[src/rtl/pacc_pwm_pkg.sv]
package pacc_pwm_pkg;
  localparam int CTRL_W   = 32;
  localparam int EN_POS   = 31;
  localparam int UPD_POS  = 30;
  localparam int STEP_LSB = 8;
  localparam int DIV_W    = 8;
  localparam int DIV_MAX  = (1 << DIV_W) - 1;

  typedef logic [DIV_W-1:0] div_t;
endpackage

[src/rtl/pacc_pwm_regs.sv]
module pacc_pwm_regs
  import pacc_pwm_pkg::*;
#(
  parameter int BASE_BITS = 16
) (
  input  logic                 clk,
  input  logic                 rst_n,
  input  logic                 wr_en,
  input  logic [CTRL_W-1:0]    wr_data,
  input  logic                 wrap,
  output logic                 enable,
  output logic                 pending,
  output logic [BASE_BITS-1:0] sh_step,
  output div_t                 sh_div,
  output logic [BASE_BITS-1:0] act_step,
  output div_t                 act_div
);
  // accepted write: only when no request is outstanding
  logic take_wr;
  // shadow moves to active at a period edge, or at once while idle
  logic commit;

  assign take_wr = wr_en && !pending;
  assign commit  = pending && (wrap || !enable);

  always_ff @(posedge clk) begin
    if (!rst_n) begin
      enable   <= 1'b0;
      pending  <= 1'b0;
      sh_step  <= '0;
      sh_div   <= '0;
      act_step <= '0;
      act_div  <= '0;
    end else if (take_wr) begin
      enable  <= wr_data[EN_POS];
      pending <= wr_data[UPD_POS];
      sh_step <= wr_data[STEP_LSB +: BASE_BITS];
      sh_div  <= wr_data[DIV_W-1:0];
    end else if (commit) begin
      act_step <= sh_step;
      act_div  <= sh_div;
      pending  <= 1'b0;
    end
  end
endmodule

[src/rtl/pacc_pwm_phase.sv]
module pacc_pwm_phase #(
  parameter int BASE_BITS = 16
) (
  input  logic                 clk,
  input  logic                 rst_n,
  input  logic                 run,
  input  logic [BASE_BITS-1:0] step,
  output logic [BASE_BITS-1:0] acc,
  output logic                 wrap
);
  localparam int SUM_W = BASE_BITS + 1;

  logic [SUM_W-1:0] sum;

  assign sum  = {1'b0, acc} + {1'b0, step};
  assign wrap = run && sum[SUM_W-1];

  always_ff @(posedge clk) begin
    if (!rst_n || !run) begin
      acc <= '0;
    end else begin
      acc <= sum[BASE_BITS-1:0];
    end
  end
endmodule

[src/rtl/pacc_pwm_cmp.sv]
module pacc_pwm_cmp
  import pacc_pwm_pkg::*;
#(
  parameter bit OUT_REG = 1'b1
) (
  input  logic clk,
  input  logic rst_n,
  input  logic run,
  input  logic step_zero,
  input  div_t phase_top,
  input  div_t inv_div,
  output logic pwm_out
);
  div_t high_lim;
  logic level;

  // the stored field is inverted: high span is 255 minus the field
  assign high_lim = div_t'(DIV_MAX) - inv_div;
  assign level    = run && !step_zero && (phase_top < high_lim);

  generate
    if (OUT_REG) begin : g_reg
      logic out_q;
      always_ff @(posedge clk) begin
        if (!rst_n) out_q <= 1'b0;
        else        out_q <= level;
      end
      assign pwm_out = out_q;
    end else begin : g_comb
      assign pwm_out = level;
    end
  endgenerate
endmodule

[src/rtl/pacc_pwm.sv]
module pacc_pwm
  import pacc_pwm_pkg::*;
#(
  parameter int BASE_BITS = 16
) (
  input  logic        clk,
  input  logic        rst_n,
  input  logic        wr_en,
  input  logic [31:0] wr_data,
  output logic [31:0] rd_data,
  output logic        pwm_out
);
  localparam int TOP_LSB = BASE_BITS - DIV_W;

  logic                 enable;
  logic                 pending;
  logic [BASE_BITS-1:0] sh_step;
  div_t                 sh_div;
  logic [BASE_BITS-1:0] act_step;
  div_t                 act_div;
  logic [BASE_BITS-1:0] phase_acc;
  logic                 phase_wrap;

  pacc_pwm_regs #(.BASE_BITS(BASE_BITS)) u_regs (
    .clk      (clk),
    .rst_n    (rst_n),
    .wr_en    (wr_en),
    .wr_data  (wr_data),
    .wrap     (phase_wrap),
    .enable   (enable),
    .pending  (pending),
    .sh_step  (sh_step),
    .sh_div   (sh_div),
    .act_step (act_step),
    .act_div  (act_div)
  );

  pacc_pwm_phase #(.BASE_BITS(BASE_BITS)) u_phase (
    .clk   (clk),
    .rst_n (rst_n),
    .run   (enable),
    .step  (act_step),
    .acc   (phase_acc),
    .wrap  (phase_wrap)
  );

  pacc_pwm_cmp #(.OUT_REG(1'b1)) u_cmp (
    .clk       (clk),
    .rst_n     (rst_n),
    .run       (enable),
    .step_zero (act_step == '0),
    .phase_top (phase_acc[TOP_LSB +: DIV_W]),
    .inv_div   (act_div),
    .pwm_out   (pwm_out)
  );

  always_comb begin
    rd_data                        = '0;
    rd_data[EN_POS]                = enable;
    rd_data[UPD_POS]               = pending;
    rd_data[STEP_LSB +: BASE_BITS] = sh_step;
    rd_data[DIV_W-1:0]             = sh_div;
  end
endmodule

[config.mk]
export PLATFORM = sky130hd
export DESIGN_NAME = pacc_pwm
export DESIGN_NICKNAME = d
export VERILOG_FILES = /design/src/rtl/pacc_pwm_pkg.sv /design/src/rtl/pacc_pwm_regs.sv /design/src/rtl/pacc_pwm_phase.sv /design/src/rtl/pacc_pwm_cmp.sv /design/src/rtl/pacc_pwm.sv
export SDC_FILE = /design/constraint.sdc
export NUM_CORES = 1
export LEC_CHECK = 0
export BUFFER_PORTS_ARGS = -buffer_cell sky130_fd_sc_hd__buf_4
export CAP_MARGIN = 20
export CORE_AREA = 2 2 117 119
export CTS_CLUSTER_DIAMETER = 30
export CTS_CLUSTER_SIZE = 30
export DETAILED_ROUTE_END_ITERATION = 8
export DIE_AREA = 0 0 119 121
export PLACE_DENSITY = 0.42
export SLEW_MARGIN = 10
export SYNTH_ARGS = -nofsm -noshare
export SYNTH_HDL_FRONTEND = slang
export SYNTH_HIERARCHICAL = 1
export SYNTH_SLANG_ARGS = --single-unit
[constraint.sdc]
create_clock -name clk -period 4.3 [get_ports clk]
set_input_delay 0.645 -clock clk [delete_from_list [all_inputs] [get_ports clk]]
set_output_delay 0.645 -clock clk [all_outputs]
set_load 0.01 [all_outputs]
# Word-level counts from Yosys, hierarchy flattened
# Index checks and enable logic that the tools add are counted.
totals:
  ff_bits: 67
  in_bits: 35
  output_inout_bits: 33
op_classes:
  addsub: 2
  n_lt_le_gt_ge: 1
  n_mux: 2
  bitwise: 1
  reduce_logical: 14
ops:
  columns: ["op", "count"]
  rows:
  - ["$add A16 B16 Y17", 1]
  - ["$logic_not A16 Y1", 1]
  - ["$lt A8 B8 Y1", 1]
  - ["$sub A8 B8 Y8 const A", 1]
  - ["$logic_and A1 B1 Y1", 5]
  - ["$logic_not A1 Y1", 4]
  - ["$logic_or A1 B1 Y1", 2]
  - ["$mux W1", 2]
  - ["$reduce_and A2 Y1", 1]
  - ["$reduce_bool A2 Y1", 1]
  - ["$not A1 Y1", 1]

# Logic depth before layout (Yosys ltp)
# Gate-level depths: netlist of run 1.
logic_depth:
  ltp_word: 6
  ltp_mapped: 12
  mapped_depth_nobuf: 10

# Modules after synthesis
# Netlist of run 1, hierarchy kept.
by_module_without_submodules:
  columns: ["mod", "n_inst", "cells_per_inst", "area_per_inst_um2"]
  rows:
  - ["pacc_pwm_regs", 1, 220, 2048.2]
  - ["pacc_pwm_phase", 1, 150, 1300.0]
  - ["pacc_pwm_cmp", 1, 17, 183.9]
  - ["pacc_pwm", 1, 14, 97.6]

# Worst setup path after synthesis of run 1
# No wires, ideal clock.
synth_timing:
  path_type: "register -> register"
  from: "register u_regs.act_step[0]"
  to: "register u_regs.act_div[2]"
  setup_ns: 0.118
  t_arrival_ns: 2.541
  setup_slack_ns: 1.641
  path_stages_with_launch: 13
  period_less_slack_ns: 2.659
  path_cell_list: "dfxtp_1 -> ha_1 -> fa_1 -> a21o_2 -> a311oi_2 -> o311ai_2 -> and3_1 -> o31a_1 -> inv_1 -> a21boi_2 -> buf_6 -> buf_12 -> mux2i_1"
synth_between:
  elab_chain_cells: 5
synth_lines:
  columns: ["element", "line", "source"]
  rows:
  - ["from (decl)", "pacc_pwm_regs.sv:15", "output logic [BASE_BITS-1:0] act_step,"]
  - ["from (signal assigned)", "pacc_pwm_regs.sv:40", "act_step <= sh_step;"]
  - ["$add A16 B16 Y17", "pacc_pwm_phase.sv:15", "assign sum = {1'b0, acc} + {1'b0, step};"]
  - ["$logic_and A1 B1 Y1", "pacc_pwm_phase.sv:16", "assign wrap = run && sum[SUM_W-1];"]
  - ["named net phase_wrap", "pacc_pwm.sv:22", "logic phase_wrap;"]
  - ["$logic_or A1 B1 Y1", "pacc_pwm_regs.sv:24", "assign commit = pending && (wrap || !enable);"]
  - ["$logic_and A1 B1 Y1", "pacc_pwm_regs.sv:24", null]
  - ["$reduce_and A2 Y1 (no source line)", null, null]
  - ["to (signal assigned)", "pacc_pwm_regs.sv:41", "act_div <= sh_div;"]
  - ["to (decl)", "pacc_pwm_regs.sv:16", "output div_t act_div"]
# The timed path passes the listed nets, and every way through them passes these cells.
# A chain may end at the register's enable or synchronous reset.

# Worst setup path after layout of run 1
layout_timing:
  from: "register u_regs.act_step[0]"
  to: "register u_regs.act_step[3]"
layout_between:
  elab_chain_cells: 5
layout_lines:
  columns: ["element", "line"]
  rows:
  - ["$add A16 B16 Y17", "pacc_pwm_phase.sv:15"]
  - ["$logic_and A1 B1 Y1", "pacc_pwm_phase.sv:16"]
  - ["named net phase_wrap", "pacc_pwm.sv:22"]
  - ["$logic_or A1 B1 Y1", "pacc_pwm_regs.sv:24"]
  - ["$logic_and A1 B1 Y1", "pacc_pwm_regs.sv:24"]
  - ["$reduce_and A2 Y1 (no source line)", null]
# The timed path passes the listed nets, and every way through them passes these cells.

==> summary.md, run 1 <==
| Metric | Value |
|---|---|
| R2r endpoint | u_regs/act_step[3] |
| Vias/cell | 4.58 |
| Crit path from | u_regs/act_step[0] |
| EDFF count, synth | 0 |
| Max-cap violations | 0 |
| Commonest cells after routing, fill and taps aside | nand2_1, dfxtp_1, buf_4, mux2i_1, ha_1 |
| Synth-to-layout area growth | 20.1% |
| Reg-to-Reg Start | u_regs/act_step[0] |
| Layout cells sized above 1 | 23.9% |
| H-tree levels | 3 |
| Largest net degree at the start of global routing | 80 |
| Hold_buf cts | 0 |
| Crit end category | register |
| Rel. slew slack | 52.1% |
| Lkg Pwr | 1.81 nW |
| Post-route antenna net violation count | 0 |
| Multi-input logic area | 2030 sq um |
| Number of global-route vias before repair | 2,645 |
| Largest family of logic cells by synthesized area | simple AND/OR/NAND/NOR gates |
| Pwr Density | 356 nW/um^2 |
| Row cnt | 42 |
| Die ar. | 14,400 sq um |
| Synthesized flop and latch total | 67 |
| Setup violators final | 0 |
| Worst-Skew Late Latency | 330 ps |
| Synth warn | 6 |
| CP endpoint | u_regs/act_step[3] |
| Post-Synth Simple-Gate Area | 19.9% |
| Clock Path Buffers | 2 |
| Worst Path Arrival | 3210 ps |
| Sequential-to-total area share from yosys stat | 37.0% |
| Post-CTS setup buffers | 0 |
| Drt initial violations | 113 |
| Drt drc | 0 |
| Slew @ Worst Pin | 719 ps |
| CP Class | reg -> reg |
| Post-DP HPWL | 6.30 mm |
| Xor and xnor area share after synthesis | 1.45% |
| DR pass1 iterations | 4 |
| RSZ-0062 raised after global routing | no |
| Portion of netlist area occupied by mux cells | 7.17% |
| CP max stage cell | fa_1 |
| Final WL | 8.72 mm |
| Post-Syn Area | 3630 sq um |
| F_max | 332 MHz |
| Post-synth ARST share | 0% |
| Sequential Area | 1340 sq um |
| GRT Overall Usage | 12.4% |
| Die height | 121 microns |
| Worst path max stage delay | 410 ps |
| Clk Tree Root Cell | clkbuf_16 |
| Final period util | 70.0% |
| Global-route wire length before repair | 14.2 mm |
| CTS Buf Count | 9 |
| Setup_tns | 0 ps |
| Placer congestion estimate | 0.820 |
| Final Hold Viols | 0 |
| Post-route minimum period | 3010 ps |
| Final WS setup | 1290 ps |
| CP Cell Sequence | ha_1, fa_1, a21o_2, a311oi_2, o311ai_2, and3_1, o31a_1, inv_1, a21boi_4, buf_4, mux2i_1 |
| Reg clk slew, reported paths | 60 ps |
| Initial core utilization | 27.7% |
| Status | finished clean |
| Hold Path Class | reg -> reg |
| Port Buffers | 55 |
| Number of cells produced by synthesis | 401 |
| Global route overflow | 0 |
| Synth Area in Compound Gates | 18.1% |
| CP Depth | 11 |
| Filler cells | 1,373 |
| Routed via count | 2,854 |
| Clk sink count | 67 |
| Mapped Avg Cell Area | 9.05 sq um |
| Primary FF master, synth | dfxtp_1 |
| Worst path bufs/invs | 2 |
| WP data required | 4490 ps |
| Layout Skew | 8.03 ps |
| Initial antenna violation count | 0 |
| Most common cell after layout, fill and taps aside | nand2_1 |
| CP max FO | 24 |
| VDD IR max | 169 uV |
| Cell variety after synth | 60 |
| Delay-heaviest family, CP | compound AO/OA/AOI/OAI gates |
| Final Max Tran Viols | 0 |
| Dpl ws | 1320 ps |
| Worst Reg2Reg Path Length in Cells | 11 |
| CTS tree | built |
| Setup slack, reg-to-reg | 1290 ps |
| Startpoint types | register |
| Nets | 501 |
| Die Span X | 119 microns |
| I/O Pins | 68 |
| Core Area | 13,100 sq um |
| Post-Synth Adder-Cell Area | 8.48% |
| Total power draw | 1.55 mW |
| Inserted Diodes | 0 |
| WL/cell | 14.0 microns |
| Post-cts resize count | 0 |
==> kinds of logic after synthesis <==
logic type	after synthesis
muxes	26
and+or+nand+nor	158
adders and majority gates	24
DFF	67
AOI/OAI and AO/OA	82
xor gates and xnor gates	6
other	1
buffers and inverters	37
==> area by class of cell <==
class / instances / area share [%]
Inverter: 4 / 0.344
Sequential cell: 67 / 30.8
Clock inverter: 6 / 1.64
Tap cell: 176 / 5.05
Multi-Input combinational cell: 302 / 46.6
Timing Repair Buffer: 58 / 10.2
Clock buffer: 10 / 5.48
==> worst min-delay path, cell delays in order, from the launching register on <==
cell and delay [ps]:
dfxtp_1 310, nand2_1 50, mux2i_1 50
==> worst min path at each step <==
| stage | start | endpoint | slack, ps | cells after the start |
|---|---|---|---|---|
| floorplan | u_regs/act_div[0] | u_regs/act_div[0] | 430 | 2 |
| CTS | u_regs/act_div[5] | u_regs/act_div[5] | 470 | 2 |
| global placement | u_regs/act_div[7] | u_regs/act_div[7] | 460 | 2 |
| finish | u_regs/act_div[5] | u_regs/act_div[5] | 460 | 2 |
| detailed placement | u_regs/act_div[5] | u_regs/act_div[5] | 450 | 2 |
| global route | u_regs/act_div[6] | u_regs/act_div[6] | 480 | 2 |
==> metrics by stage <==
step | utilization (%) | hold WS, ps | cell area [sq um] | std cells
6_report | 33.3 | 460 | 4360 | 623
5_1_grt | 33.3 | 481 | 4360 | 623
4_1_cts | 33.2 | 465 | 4340 | 622
3_5_place_dp | 30.8 | 454 | 4030 | 606
3_3_place_gp | 30.8 | 456 | 4030 | 606
2_1_floorplan | - | 435 | 3650 | 406
==> cell usage after synthesis, types with 6 or more instances <==
cell type  number  area [sq um]
dfxtp_1        67          1340
a21o_1          7          52.6
nor3_1          6          30.0
buf_2          11          55.1
ha_1           23           288
nor2_1         10          37.5
buf_4           9          67.6
a21boi_1       15           113
a21oi_1        14          70.1
nand2_1        99           372
a21boi_2       11           124
mux2i_1        26           260
o21a_1          6          45.0
nand2_2        10          62.6
==> metal layers <==
metal	vias to the layer above	wire (microns)	track usage (%)	part of all wire, %
li1	1473	-	-	-
met1	1318	4480	17.5	51
met2	57	3910	18.9	45
met3	6	261	2.77	3.0
met4	0	70	3.65	0.80
met5	-	0	0	0
==> registers in the layout, indices dropped and copies added, names as in the netlist <==
name	cells
u_phase/acc	16
u_regs/sh_step	16
u_regs/sh_div	8
u_regs/act_div	8
u_regs/act_step	16
u_cmp/pwm_out	1
u_regs/pending	1
u_regs/enable	1
==> where the power goes <==
| part | internal, mW | leakage, nW | switching, mW |
|---|---|---|---|
| sequential | 0.639 | 0.545 | 0.0175 |
| combinational | 0.0634 | 1.11 | 0.0658 |
| clock | 0.472 | 0.151 | 0.295 |
| total | 1.17 | 1.81 | 0.378 |
No activity file was read; power rests on OpenSTA's default activity.
==> run 2: changes to the inputs <==
--- a/config.mk
+++ b/config.mk
@@ -12,7 +12,7 @@
 export CTS_CLUSTER_SIZE = 30
 export DETAILED_ROUTE_END_ITERATION = 8
 export DIE_AREA = 0 0 119 121
-export PLACE_DENSITY = 0.42
+export PLACE_DENSITY = 0.43
 export SLEW_MARGIN = 10
 export SYNTH_ARGS = -nofsm -noshare
 export SYNTH_HDL_FRONTEND = slang
==> constraint.sdc (replaced) <==
create_clock -name clk -period 2.5 [get_ports clk]
set_input_delay 0.375 -clock clk [delete_from_list [all_inputs] [get_ports clk]]
set_output_delay 0.375 -clock clk [all_outputs]
set_load 0.01 [all_outputs]
==> summary.md, run 2 (synthesis results as in run 1) <==
| Metric | Value |
|---|---|
| VDD IR max | 336 uV (was 169 uV) |
| WP data required | 2720 ps (was 4490 ps) |
| GRT Overall Usage | 13.5% (was 12.4%) |
| Final WS setup | 32.9 ps (was 1290 ps) |
| Global route overflow | 0 (unchanged) |
| CTS tree | built (unchanged) |
| Worst hold path startpoint | wr_data[1] (was u_regs/act_div[5]) |
| Post-DP HPWL | 6.74 mm (was 6.30 mm) |
| Crit end category | register (unchanged) |
| Port Buffers | 55 (unchanged) |
| Final period util | 98.7% (was 70.0%) |
| DR pass1 iterations | 4 (unchanged) |
| Hold Path Class | in -> reg (was reg -> reg) |
| Largest net degree at the start of global routing | 51 (was 80) |
| CP Class | reg -> reg (unchanged) |
| RSZ-0062 raised after global routing | yes (was no) |
| Global-route wire length before repair | 15.2 mm (was 14.2 mm) |
| I/O Pins | 68 (unchanged) |
| Pwr Density | 568 nW/um^2 (was 356 nW/um^2) |
| Final Hold Viols | 0 (unchanged) |
| Delay-heaviest family, CP | compound AO/OA/AOI/OAI gates (unchanged) |
| Worst path bufs/invs | 2 (unchanged) |
| Dpl ws | -348 ps (was 1320 ps) |
| Crit path from | u_regs/act_step[0] (unchanged) |
| Max-cap violations | 0 (unchanged) |
| Hold_buf cts | 0 (unchanged) |
| Startpoint types | register (unchanged) |
| Largest registers | u_phase/acc x16, u_regs/act_step x16, u_regs/sh_step x16 (unchanged) |
| Setup violators final | 0 (unchanged) |
| F_max | 405 MHz (was 332 MHz) |
| Placer congestion estimate | 0.826 (was 0.820) |
| Worst path max stage delay | 340 ps (was 410 ps) |
| Lkg Pwr | 2.09 nW (was 1.81 nW) |
| Routed via count | 3,080 (was 2,854) |
| CP Cell Sequence | ha_4, fa_2, a21o_4, a311oi_4, o311ai_2, and3_1, o31a_1, clkinv_4, a21boi_4, buf_4, mux2i_1 (was ha_1, fa_1, a21o_2, a311oi_2, o311ai_2, and3_1, o31a_1, inv_1, a21boi_4, buf_4, mux2i_1) |
| Post-route minimum period | 2470 ps (was 3010 ps) |
| Status | finished clean (unchanged) |
| Die height | 121 microns (unchanged) |
| Row cnt | 42 (unchanged) |
| Reg-to-Reg Start | u_regs/act_step[0] (unchanged) |
| Worst Path Arrival | 2690 ps (was 3210 ps) |
| Multi-input logic area | 2140 sq um (was 2030 sq um) |
| Initial core utilization | 27.7% (unchanged) |
| Worst-Skew Late Latency | 330 ps (about the same) |
| Sequential Area | 1340 sq um (about the same) |
| Final Max Tran Viols | 0 (unchanged) |
| Worst hold margin | 286 ps (was 460 ps) |
| Commonest cells after routing, fill and taps aside | buf_4, nand2_1, dfxtp_1, mux2i_1, ha_1 (was nand2_1, dfxtp_1, buf_4, mux2i_1, ha_1) |
| Placed Instances | 651 (was 606) |
| Most common cell after layout, fill and taps aside | buf_4 (was nand2_1) |
| Setup slack, reg-to-reg | 30 ps (was 1290 ps) |
| Synth-to-layout area growth | 34.3% (was 20.1%) |
| H-tree levels | 3 (unchanged) |
| Clk Tree Root Cell | clkbuf_16 (unchanged) |
| Reg clk slew, reported paths | 60 ps (about the same) |
| Final WL | 9.45 mm (was 8.72 mm) |
| Filler cells | 1,322 (was 1,373) |
| Initial antenna violation count | 0 (unchanged) |
| Nets | 554 (was 501) |
| Post-route antenna net violation count | 0 (unchanged) |
| Core Area | 13,100 sq um (unchanged) |
| CP max FO | 5 (was 24) |
| Inserted Diodes | 0 (unchanged) |
| WL/cell | 14.0 microns (about the same) |
| Clock Path Buffers | 2 (unchanged) |
| Die Span X | 119 microns (unchanged) |
| Drt drc | 0 (unchanged) |
| Layout cells sized above 1 | 33.2% (was 23.9%) |
| Non-Filler Instances | 676 (was 623) |
| Die ar. | 14,400 sq um (unchanged) |
| Number of global-route vias before repair | 3,040 (was 2,645) |
| Drt initial violations | 107 (was 113) |
| Rel. slew slack | 64.7% (was 52.1%) |
| Layout Skew | 6.40 ps (was 8.03 ps) |
| CP max stage cell | fa_2 (was fa_1) |
| Slew @ Worst Pin | 528 ps (was 719 ps) |
| Clk sink count | 67 (unchanged) |
| CTS Buf Count | 9 (unchanged) |
| Vias/cell | 4.56 (was 4.58) |
[run 2: stage by stage]
| stage | utilization, % | total power [mW] | TNS [ps] | instance area [sq um] |
|---|---|---|---|---|
| floorplan | - | 1.30 | 0 | 3650 |
| global route | 37.3 | 2.89 | -543 | 4870 |
| finish | 37.3 | 2.77 | 0 | 4870 |
| CTS | 36.6 | 2.80 | -328 | 4790 |
| detailed placement | 33.4 | 1.39 | -7920 | 4380 |
| global placement | 33.4 | 1.39 | -6940 | 4380 |
[run 2: final cells by class]
class / instances / share of cell area, %
inverter: 4 / 0.411
multi-input combinational: 305 / 44.0
clock inverter: 6 / 1.77
sequential: 67 / 27.5
clock buffer: 10 / 4.90
timing repair buffer: 108 / 16.9
tap: 176 / 4.52
[run 2: power breakdown]
group	total, mW	internal, mW	switching (mW)
Sequential	1.13	1.10	0.0271
Clock	1.39	0.900	0.494
Combinational	0.250	0.124	0.126
Total	2.77	2.12	0.647
[run 2: what timing repair did]
item	in CTS	in global routing
cloned	3	0
pin swaps	8	8
endpoints found under the setup margin	24	25
setup buffers	2	4
resized for setup	7	5
[run 2: worst register-to-register path, stage by stage, from the launching register on]
cell	delay [ps]
dfxtp_2	330
ha_4	160
fa_2	340
a21o_4	220
a311oi_4	260
o311ai_2	130
and3_1	170
o31a_1	280
clkinv_4	120
a21boi_4	70
buf_4	170
mux2i_1	120
[run 2: worst paths after layout]
check / cells after the start / to
setup / recovery: 11 / u_regs/act_step[9]
hold reg to reg: 2 / u_regs/act_div[3]
setup reg to reg: 11 / u_regs/act_step[9]
hold / removal: 3 / u_regs/sh_div[1]
[run 2: per-layer routing]
metal	part of all wire, %	wire length [microns]	vias up	track usage, %
met1	49	4680	1445	18.3
met2	47	4430	49	21.9
met5	0	0	-	0
met4	1.1	105	0	3.57
li1	-	-	1577	-
met3	2.6	245	9	2.54
